==> src/rtl/spi_xfer_pkg.sv <==
package spi_xfer_pkg;

    typedef enum logic [1:0] {
        ST_IDLE  = 2'd0,
        ST_SHIFT = 2'd1,
        ST_TRAIL = 2'd2
    } xfer_st_e;

endpackage

==> src/rtl/sck_edge_gen.sv <==
module sck_edge_gen #(
    parameter int DIV_W = 8
) (
    input  logic             clk,
    input  logic             rst_n,
    input  logic             run,
    input  logic [DIV_W-1:0] half_div,
    output logic             tick
);

    typedef struct packed {
        logic [DIV_W-1:0] cnt;
    } eg_state_t;

    eg_state_t s_d, s_q;

    always_comb begin
        s_d  = s_q;
        tick = run && (s_q.cnt == half_div);
        if (!run || tick) begin
            s_d.cnt = '0;
        end else begin
            s_d.cnt = s_q.cnt + 1'b1;
        end
    end

    always_ff @(posedge clk or negedge rst_n) begin
        if (!rst_n) begin
            s_q <= '0;
        end else begin
            s_q <= s_d;
        end
    end

    // the half-period counter never passes the captured divider
    a_r8_cnt_within_div: assert property (@(posedge clk) disable iff (!rst_n)
        run |-> (s_q.cnt <= half_div));

endmodule

==> src/rtl/spi_shift_path.sv <==
module spi_shift_path #(
    parameter int DATA_W   = 16,
    parameter int NARROW_W = 8
) (
    input  logic              clk,
    input  logic              rst_n,
    input  logic              load,
    input  logic              load_wide,
    input  logic              load_early,
    input  logic [DATA_W-1:0] load_word,
    input  logic              sample,
    input  logic              launch,
    input  logic              clear,
    input  logic              ser_in,
    output logic              ser_out,
    output logic [DATA_W-1:0] frame_bits
);

    localparam logic [DATA_W-1:0] NARROW_MASK =
        {{(DATA_W-NARROW_W){1'b0}}, {NARROW_W{1'b1}}};

    typedef struct packed {
        logic [DATA_W-1:0] sh;
        logic              wide;
        logic              out;
    } sp_state_t;

    sp_state_t s_d, s_q;

    function automatic logic top_bit(input logic [DATA_W-1:0] w, input logic wd);
        return wd ? w[DATA_W-1] : w[NARROW_W-1];
    endfunction

    always_comb begin
        s_d = s_q;
        if (load) begin
            s_d.wide = load_wide;
            s_d.sh   = load_wide ? load_word : (load_word & NARROW_MASK);
            s_d.out  = load_early ? top_bit(load_word, load_wide) : 1'b0;
        end else if (clear) begin
            s_d.out = 1'b0;
        end else if (sample) begin
            s_d.sh = {s_q.sh[DATA_W-2:0], ser_in};
        end else if (launch) begin
            s_d.out = top_bit(s_q.sh, s_q.wide);
        end
    end

    always_ff @(posedge clk or negedge rst_n) begin
        if (!rst_n) begin
            s_q <= '0;
        end else begin
            s_q <= s_d;
        end
    end

    assign ser_out    = s_q.out;
    assign frame_bits = s_q.wide ? s_q.sh : (s_q.sh & NARROW_MASK);

    // data-out does not move on a sampling edge
    a_r5_out_still_on_sample: assert property (@(posedge clk) disable iff (!rst_n)
        (sample && !load && !clear) |=> $stable(ser_out));

    // sample and launch never coincide
    a_r5_edges_exclusive: assert property (@(posedge clk) disable iff (!rst_n)
        !(sample && launch));

endmodule

==> src/rtl/spi_xfer_master.sv <==
module spi_xfer_master
    import spi_xfer_pkg::*;
#(
    parameter int DATA_W   = 16,
    parameter int NARROW_W = 8,
    parameter int DIV_W    = 8
) (
    input  logic              clk,
    input  logic              rst_n,
    input  logic              start,
    input  logic              cfg_cpol,
    input  logic              cfg_cpha,
    input  logic              cfg_wide,
    input  logic [DIV_W-1:0]  cfg_div,
    input  logic [DATA_W-1:0] tx_word,
    input  logic              ser_in,
    output logic              busy,
    output logic              done,
    output logic [DATA_W-1:0] rx_word,
    output logic              ser_clk,
    output logic              ser_out,
    output logic              sel_n
);

    localparam int EDGE_W = $clog2(2 * DATA_W);
    localparam logic [EDGE_W-1:0] LAST_WIDE   = EDGE_W'(2 * DATA_W - 1);
    localparam logic [EDGE_W-1:0] LAST_NARROW = EDGE_W'(2 * NARROW_W - 1);

    typedef struct packed {
        xfer_st_e          st;
        logic              cpol;
        logic              cpha;
        logic              wide;
        logic [DIV_W-1:0]  div;
        logic [EDGE_W-1:0] edge_idx;
        logic              sck;
        logic              sel_n;
        logic              done;
        logic [DATA_W-1:0] rx;
    } mx_state_t;

    mx_state_t s_d, s_q;

    logic              tick;
    logic              run;
    logic              take;
    logic              last_edge;
    logic              do_sample;
    logic              do_launch;
    logic [DATA_W-1:0] frame_bits;

    assign run  = (s_q.st != ST_IDLE);
    assign take = (s_q.st == ST_IDLE) && start;

    sck_edge_gen #(
        .DIV_W (DIV_W)
    ) u_edge (
        .clk      (clk),
        .rst_n    (rst_n),
        .run      (run),
        .half_div (s_q.div),
        .tick     (tick)
    );

    always_comb begin
        last_edge = (s_q.edge_idx == (s_q.wide ? LAST_WIDE : LAST_NARROW));
        do_sample = (s_q.st == ST_SHIFT) && tick && (s_q.edge_idx[0] == s_q.cpha);
        do_launch = (s_q.st == ST_SHIFT) && tick && (s_q.edge_idx[0] != s_q.cpha)
                    && !last_edge;
    end

    spi_shift_path #(
        .DATA_W   (DATA_W),
        .NARROW_W (NARROW_W)
    ) u_shift (
        .clk        (clk),
        .rst_n      (rst_n),
        .load       (take),
        .load_wide  (cfg_wide),
        .load_early (!cfg_cpha),
        .load_word  (tx_word),
        .sample     (do_sample),
        .launch     (do_launch),
        .clear      (s_d.done),
        .ser_in     (ser_in),
        .ser_out    (ser_out),
        .frame_bits (frame_bits)
    );

    always_comb begin
        s_d      = s_q;
        s_d.done = 1'b0;
        unique case (s_q.st)
            ST_IDLE: begin
                if (start) begin
                    s_d.st       = ST_SHIFT;
                    s_d.cpol     = cfg_cpol;
                    s_d.cpha     = cfg_cpha;
                    s_d.wide     = cfg_wide;
                    s_d.div      = cfg_div;
                    s_d.edge_idx = '0;
                    s_d.sck      = cfg_cpol;
                    s_d.sel_n    = 1'b0;
                end
            end
            ST_SHIFT: begin
                if (tick) begin
                    s_d.sck      = ~s_q.sck;
                    s_d.edge_idx = s_q.edge_idx + 1'b1;
                    if (last_edge) begin
                        s_d.st = ST_TRAIL;
                    end
                end
            end
            ST_TRAIL: begin
                if (tick) begin
                    s_d.st    = ST_IDLE;
                    s_d.sel_n = 1'b1;
                    s_d.done  = 1'b1;
                    s_d.rx    = frame_bits;
                end
            end
            default: begin
                s_d.st    = ST_IDLE;
                s_d.sel_n = 1'b1;
            end
        endcase
    end

    always_ff @(posedge clk or negedge rst_n) begin
        if (!rst_n) begin
            s_q       <= '0;
            s_q.st    <= ST_IDLE;
            s_q.sel_n <= 1'b1;
        end else begin
            s_q <= s_d;
        end
    end

    assign busy    = run;
    assign done    = s_q.done;
    assign rx_word = s_q.rx;
    assign sel_n   = s_q.sel_n;
    assign ser_clk = run ? s_q.sck : cfg_cpol;

    // select is asserted only during a transfer
    a_r9_select_only_busy: assert property (@(posedge clk) disable iff (!rst_n)
        !sel_n |-> busy);

    // select releases together with done
    a_r9_release_with_done: assert property (@(posedge clk) disable iff (!rst_n)
        $rose(sel_n) |-> done);

    // done lasts one clock
    a_r10_done_one_cycle: assert property (@(posedge clk) disable iff (!rst_n)
        done |=> !done);

    // clock rests at captured idle level in the trailing half period
    a_r4_idle_before_release: assert property (@(posedge clk) disable iff (!rst_n)
        (s_q.st == ST_TRAIL) |-> (ser_clk == s_q.cpol));

    // captured settings stay fixed while busy
    a_r12_cfg_frozen: assert property (@(posedge clk) disable iff (!rst_n)
        (busy && $past(busy)) |-> ($stable(s_q.cpol) && $stable(s_q.cpha)
                                   && $stable(s_q.wide) && $stable(s_q.div)));

endmodule

==> config.mk <==
export PLATFORM = sky130hd
export DESIGN_NAME = spi_xfer_master
export DESIGN_NICKNAME = d
export VERILOG_FILES = /design/src/rtl/spi_xfer_pkg.sv /design/src/rtl/sck_edge_gen.sv /design/src/rtl/spi_shift_path.sv /design/src/rtl/spi_xfer_master.sv
export SDC_FILE = /design/constraint.sdc
export NUM_CORES = 1
export LEC_CHECK = 0
export ABC_AREA = 1
export BUFFER_PORTS_ARGS = -buffer_cell sky130_fd_sc_hd__buf_2
export CAP_MARGIN = 40
export CORE_MARGIN = 2
export CORE_UTILIZATION = 40
export DETAILED_ROUTE_END_ITERATION = 12
export GPL_ROUTABILITY_DRIVEN = 0
export REMOVE_ABC_BUFFERS = 1
export SLEW_MARGIN = 20
export SYNTH_ARGS = -nofsm -noshare
export SYNTH_HDL_FRONTEND = slang
export SYNTH_SLANG_ARGS = --single-unit
==> constraint.sdc <==
create_clock -name clk -period 4.9 [get_ports clk]
set_clock_uncertainty 0.15 [all_clocks]
set_input_delay 0.49 -clock clk [delete_from_list [all_inputs] [get_ports clk]]
set_output_delay 0.49 -clock clk [all_outputs]
set_load 0.03 [all_outputs]
==> impl_metrics.ini <==
[clock_tree]
post_cts_resize_count = 0
htree_num_levels = 3
cts.sink_count = 61
cts_made_buffers = 9
clkSlewWorstSetupHoldPaths_ns = 0.06
max-clock-path-buffers = 2
cts.root.buffer_cell = clkbuf_8
clk-insertion-delay-late_ns = 0.33
postCtsSetupRepairBufs = 0
tritoncts = built
cts_hold_repair.buffers = 0

[cells_and_area]
n_antenna_cell = 0
finish.cell_count_without_fillers = 529
num-nets-final = 459
final_core_utilization_pct = 48.1
layout-drive-gt1-share_pct = 19.8
area_growth_syn_to_layout_pct = 15.2

[pwr]
static-leakage-power_nw = 1.93
cell_internal_pwr_uw = 878
p_sw_uw = 209
switching_share_pct = 19.2
vdd_ir_drop_max_v = 0.000173
sequentialPowerShare_pct = 46.4
p_clk_share_pct = 51.0
power.share.combinational_pct = 2.6
cellPowerDensity_nw_per_um2 = 306

[drt]
detail_route.drc_violations = 0
dr.pass1.iters = 4
post_drt_wl_per_cell_um = 12.0
first_iter_violations = 94
detail_route.wirelength_um = 6360
via_count = 2467
detail-route-antenna-nets = 0
drt-vias-per-instance = 4.66

[sta]
report.final.slew_viol_count = 0
finalSetupTns_ns = 0
hold_violations = 0
achievable-frequency_ghz = 0.463
setup_repair_after_global_routing_missed_its_margin = false
post-route-min-period_ns = 2.16
final.hold.worst_slack_ns = 0.0223
total_setup_violations_reported_at_the_end_of_the_flow = 0
worstMarginPinSlew_ns = 0.584
post-route-period-util_pct = 44.1
maxSlewHeadroom_pct = 61.0

[synthesis]
synth_seq_cells = 61
netlist.top_cell.by_area = dfrtp_1
synth-seq-area-share_pct = 49.6
synthesis.instances = 390
synth.area.top_cells = dfrtp_1, nand2_1, o21ai_0
top_area_cell_type_share_of_the_netlist_area_pct = 48.8
postSynthAreaPerCell_um2 = 7.90
syn-cell-area_um2 = 3080
synth_cell_types = 28
synth_warnings = 0

[floorplan]
num_rows = 31
chipHeight_um = 91.7
initial_utilization_pct = 41.8
top_level_ports = 52
core_area_um2 = 7370
fp.dieW_um = 91.7
design.die.area_um2 = 8420

[grt]
maximum_number_of_pins_on_one_net_before_global_route_repair = 62
number_of_antenna_violations_at_the_first_check_in_global_routing = 0
grt_first_pass_wirelength_um = 10700
grt_pass1_vias = 2334
grt_total_usage_pct = 16.1
grt.overflow.total = 0

[worst_setup_path]
timing.critical_path.arrival_ns = 2.23
cpMostUsedCell = nand2_1
end_kind = flop
timing.critical_path.from_type = flop
worstPathCellList = xnor2_1, nand2_1, nor2_4, nand3_1, buf_6, nand3_1, nand2_1, nand2_1, nand2_1
timing.critical_path.slowest_stage_cell = nand3_1
critPathMaxFanout = 16
worstPathBufferInverterCount = 1
cpPeakStageDelay_ns = 0.45
worst-setup-path-type = reg -> reg
worst-endpoint-required_ns = 4.97
cp_top_family = simple AND/OR/NAND/NOR gates

[placement]
buffer_ports.inserted = 51
post-dp-hpwl_um = 4230
place.detailed.instances = 513

[hold_path]
hold_path_class = in -> async

[run_status]
run_status = finished, final reports clean

[job]
timing.max_cap.violations = 0
layout make-up:
cell class	instances	area [um^2]
Fill cell	749	3820
Sequential cell	61	1530
Multi-Input combinational cell	270	1240
Timing Repair Buffer	55	302
Clock buffer	11	151
Tap cell	99	124
Inverter	29	109
Clock inverter	4	95.1
through the flow:
step | power [mW] | cell area, um^2 | worst slack, ns
3_3_place_gp | 0.541 | 3270 | 2.55
3_5_place_dp | 0.541 | 3280 | 2.74
5_1_grt | 1.13 | 3550 | 2.52
4_1_cts | 1.10 | 3530 | 2.73
6_report | 1.09 | 3550 | 2.74
2_1_floorplan | 0.517 | 2880 | 2.66
power groups by stage:
stage	sequential [mW]	clock (mW)	combinational, mW
after CTS	0.504	0.567	0.0276
after global placement	0.514	0	0.0271
after detailed placement	0.514	0	0.0275
after global routing	0.504	0.588	0.0336
after floorplan	0.514	0	0.00285
final	0.504	0.554	0.0284
cells in the final DEF, fill, tap and decap left out, types with 4 or more instances in the layout:
| master | n |
|---|---|
| inv_1 | 25 |
| nor2_1 | 9 |
| o21ai_0 | 33 |
| dfrtp_1 | 60 |
| inv_2 | 4 |
| nand3_1 | 26 |
| buf_2 | 51 |
| nor3b_1 | 4 |
| clkbuf_8 | 11 |
| nand2_1 | 169 |
per-layer routing:
| metal | vias to the layer above | track usage (%) | wire, um |
|---|---|---|---|
| li1 | 1288 | - | - |
| met1 | 1133 | 20.7 | 3050 |
| met2 | 38 | 26.2 | 2980 |
| met3 | 8 | 3.12 | 209 |
| met4 | 0 | 7.46 | 115 |
| met5 | - | 0 | 0 |
sequential cells by signal, summed over array words and instances, names as in the netlist:
signal / cells
sel_n: 1
u_shift.ser_out: 1
u_shift.s_q: 16
done: 1
u_edge.s_q: 8
rx_word: 16
s_q: 18
worst reg2reg max path: stages, from the launching register on:
cell	delay, ns
dfrtp_1	0.41
xnor2_1	0.19
nand2_1	0.11
nor2_4	0.17
nand3_1	0.45
buf_6	0.34
nand3_1	0.07
nand2_1	0.05
nand2_1	0.05
nand2_1	0.05
synthesized netlist by cell type:
library cell / instances
inv_1: 25
nand3_1: 26
inv_2: 4
buf_6: 3
o22ai_1: 1
xor2_1: 3
xnor2_1: 3
a22o_1: 1
clkbuf_1: 4
ha_1: 2
nand2_4: 1
nor2_1: 9
nor3_1: 1
nand3_2: 1
dfstp_2: 1
o21ai_0: 33
buf_4: 16
nand4_4: 1
nand2_1: 169
nor3b_1: 4
a21oi_1: 3
dfrtp_1: 60
nor2_4: 2
buf_2: 7
o21ai_2: 3
nor2_2: 2
o21ai_1: 2
nand4_1: 3
logic make-up (layout without fill, tap and decap cells):
logic type / count (synthesis) / in the layout / synth area share (%)
DFF: 61 / 61 / 49.6
AOI/OAI and AO/OA: 43 / 43 / 7.52
and+or+nand+nor: 219 / 219 / 30.2
adders and majority gates: 2 / 2 / 0.813
xor gates and xnor gates: 6 / 6 / 1.71
buffers and inverters: 59 / 99 / 10.2
final timing paths:
| path | start | endpoint | slack (ns) | cells after the start |
|---|---|---|---|---|
| max in group asynchronous | rst_n | done | 4.07 | 3 |
| worst max register to register | u_edge.s_q[2] | u_shift.ser_out | 2.74 | 9 |
| min in group clk | cfg_div[3] | s_q[27] | 0.20 | 3 |
| worst min register to register | rx_word[14] | rx_word[14] | 0.33 | 2 |
| worst min-delay path | rst_n | s_q[27] | 0.02 | 2 |
| worst max-delay path | u_edge.s_q[2] | u_shift.ser_out | 2.74 | 9 |
Power figures use the tool's default switching activity.
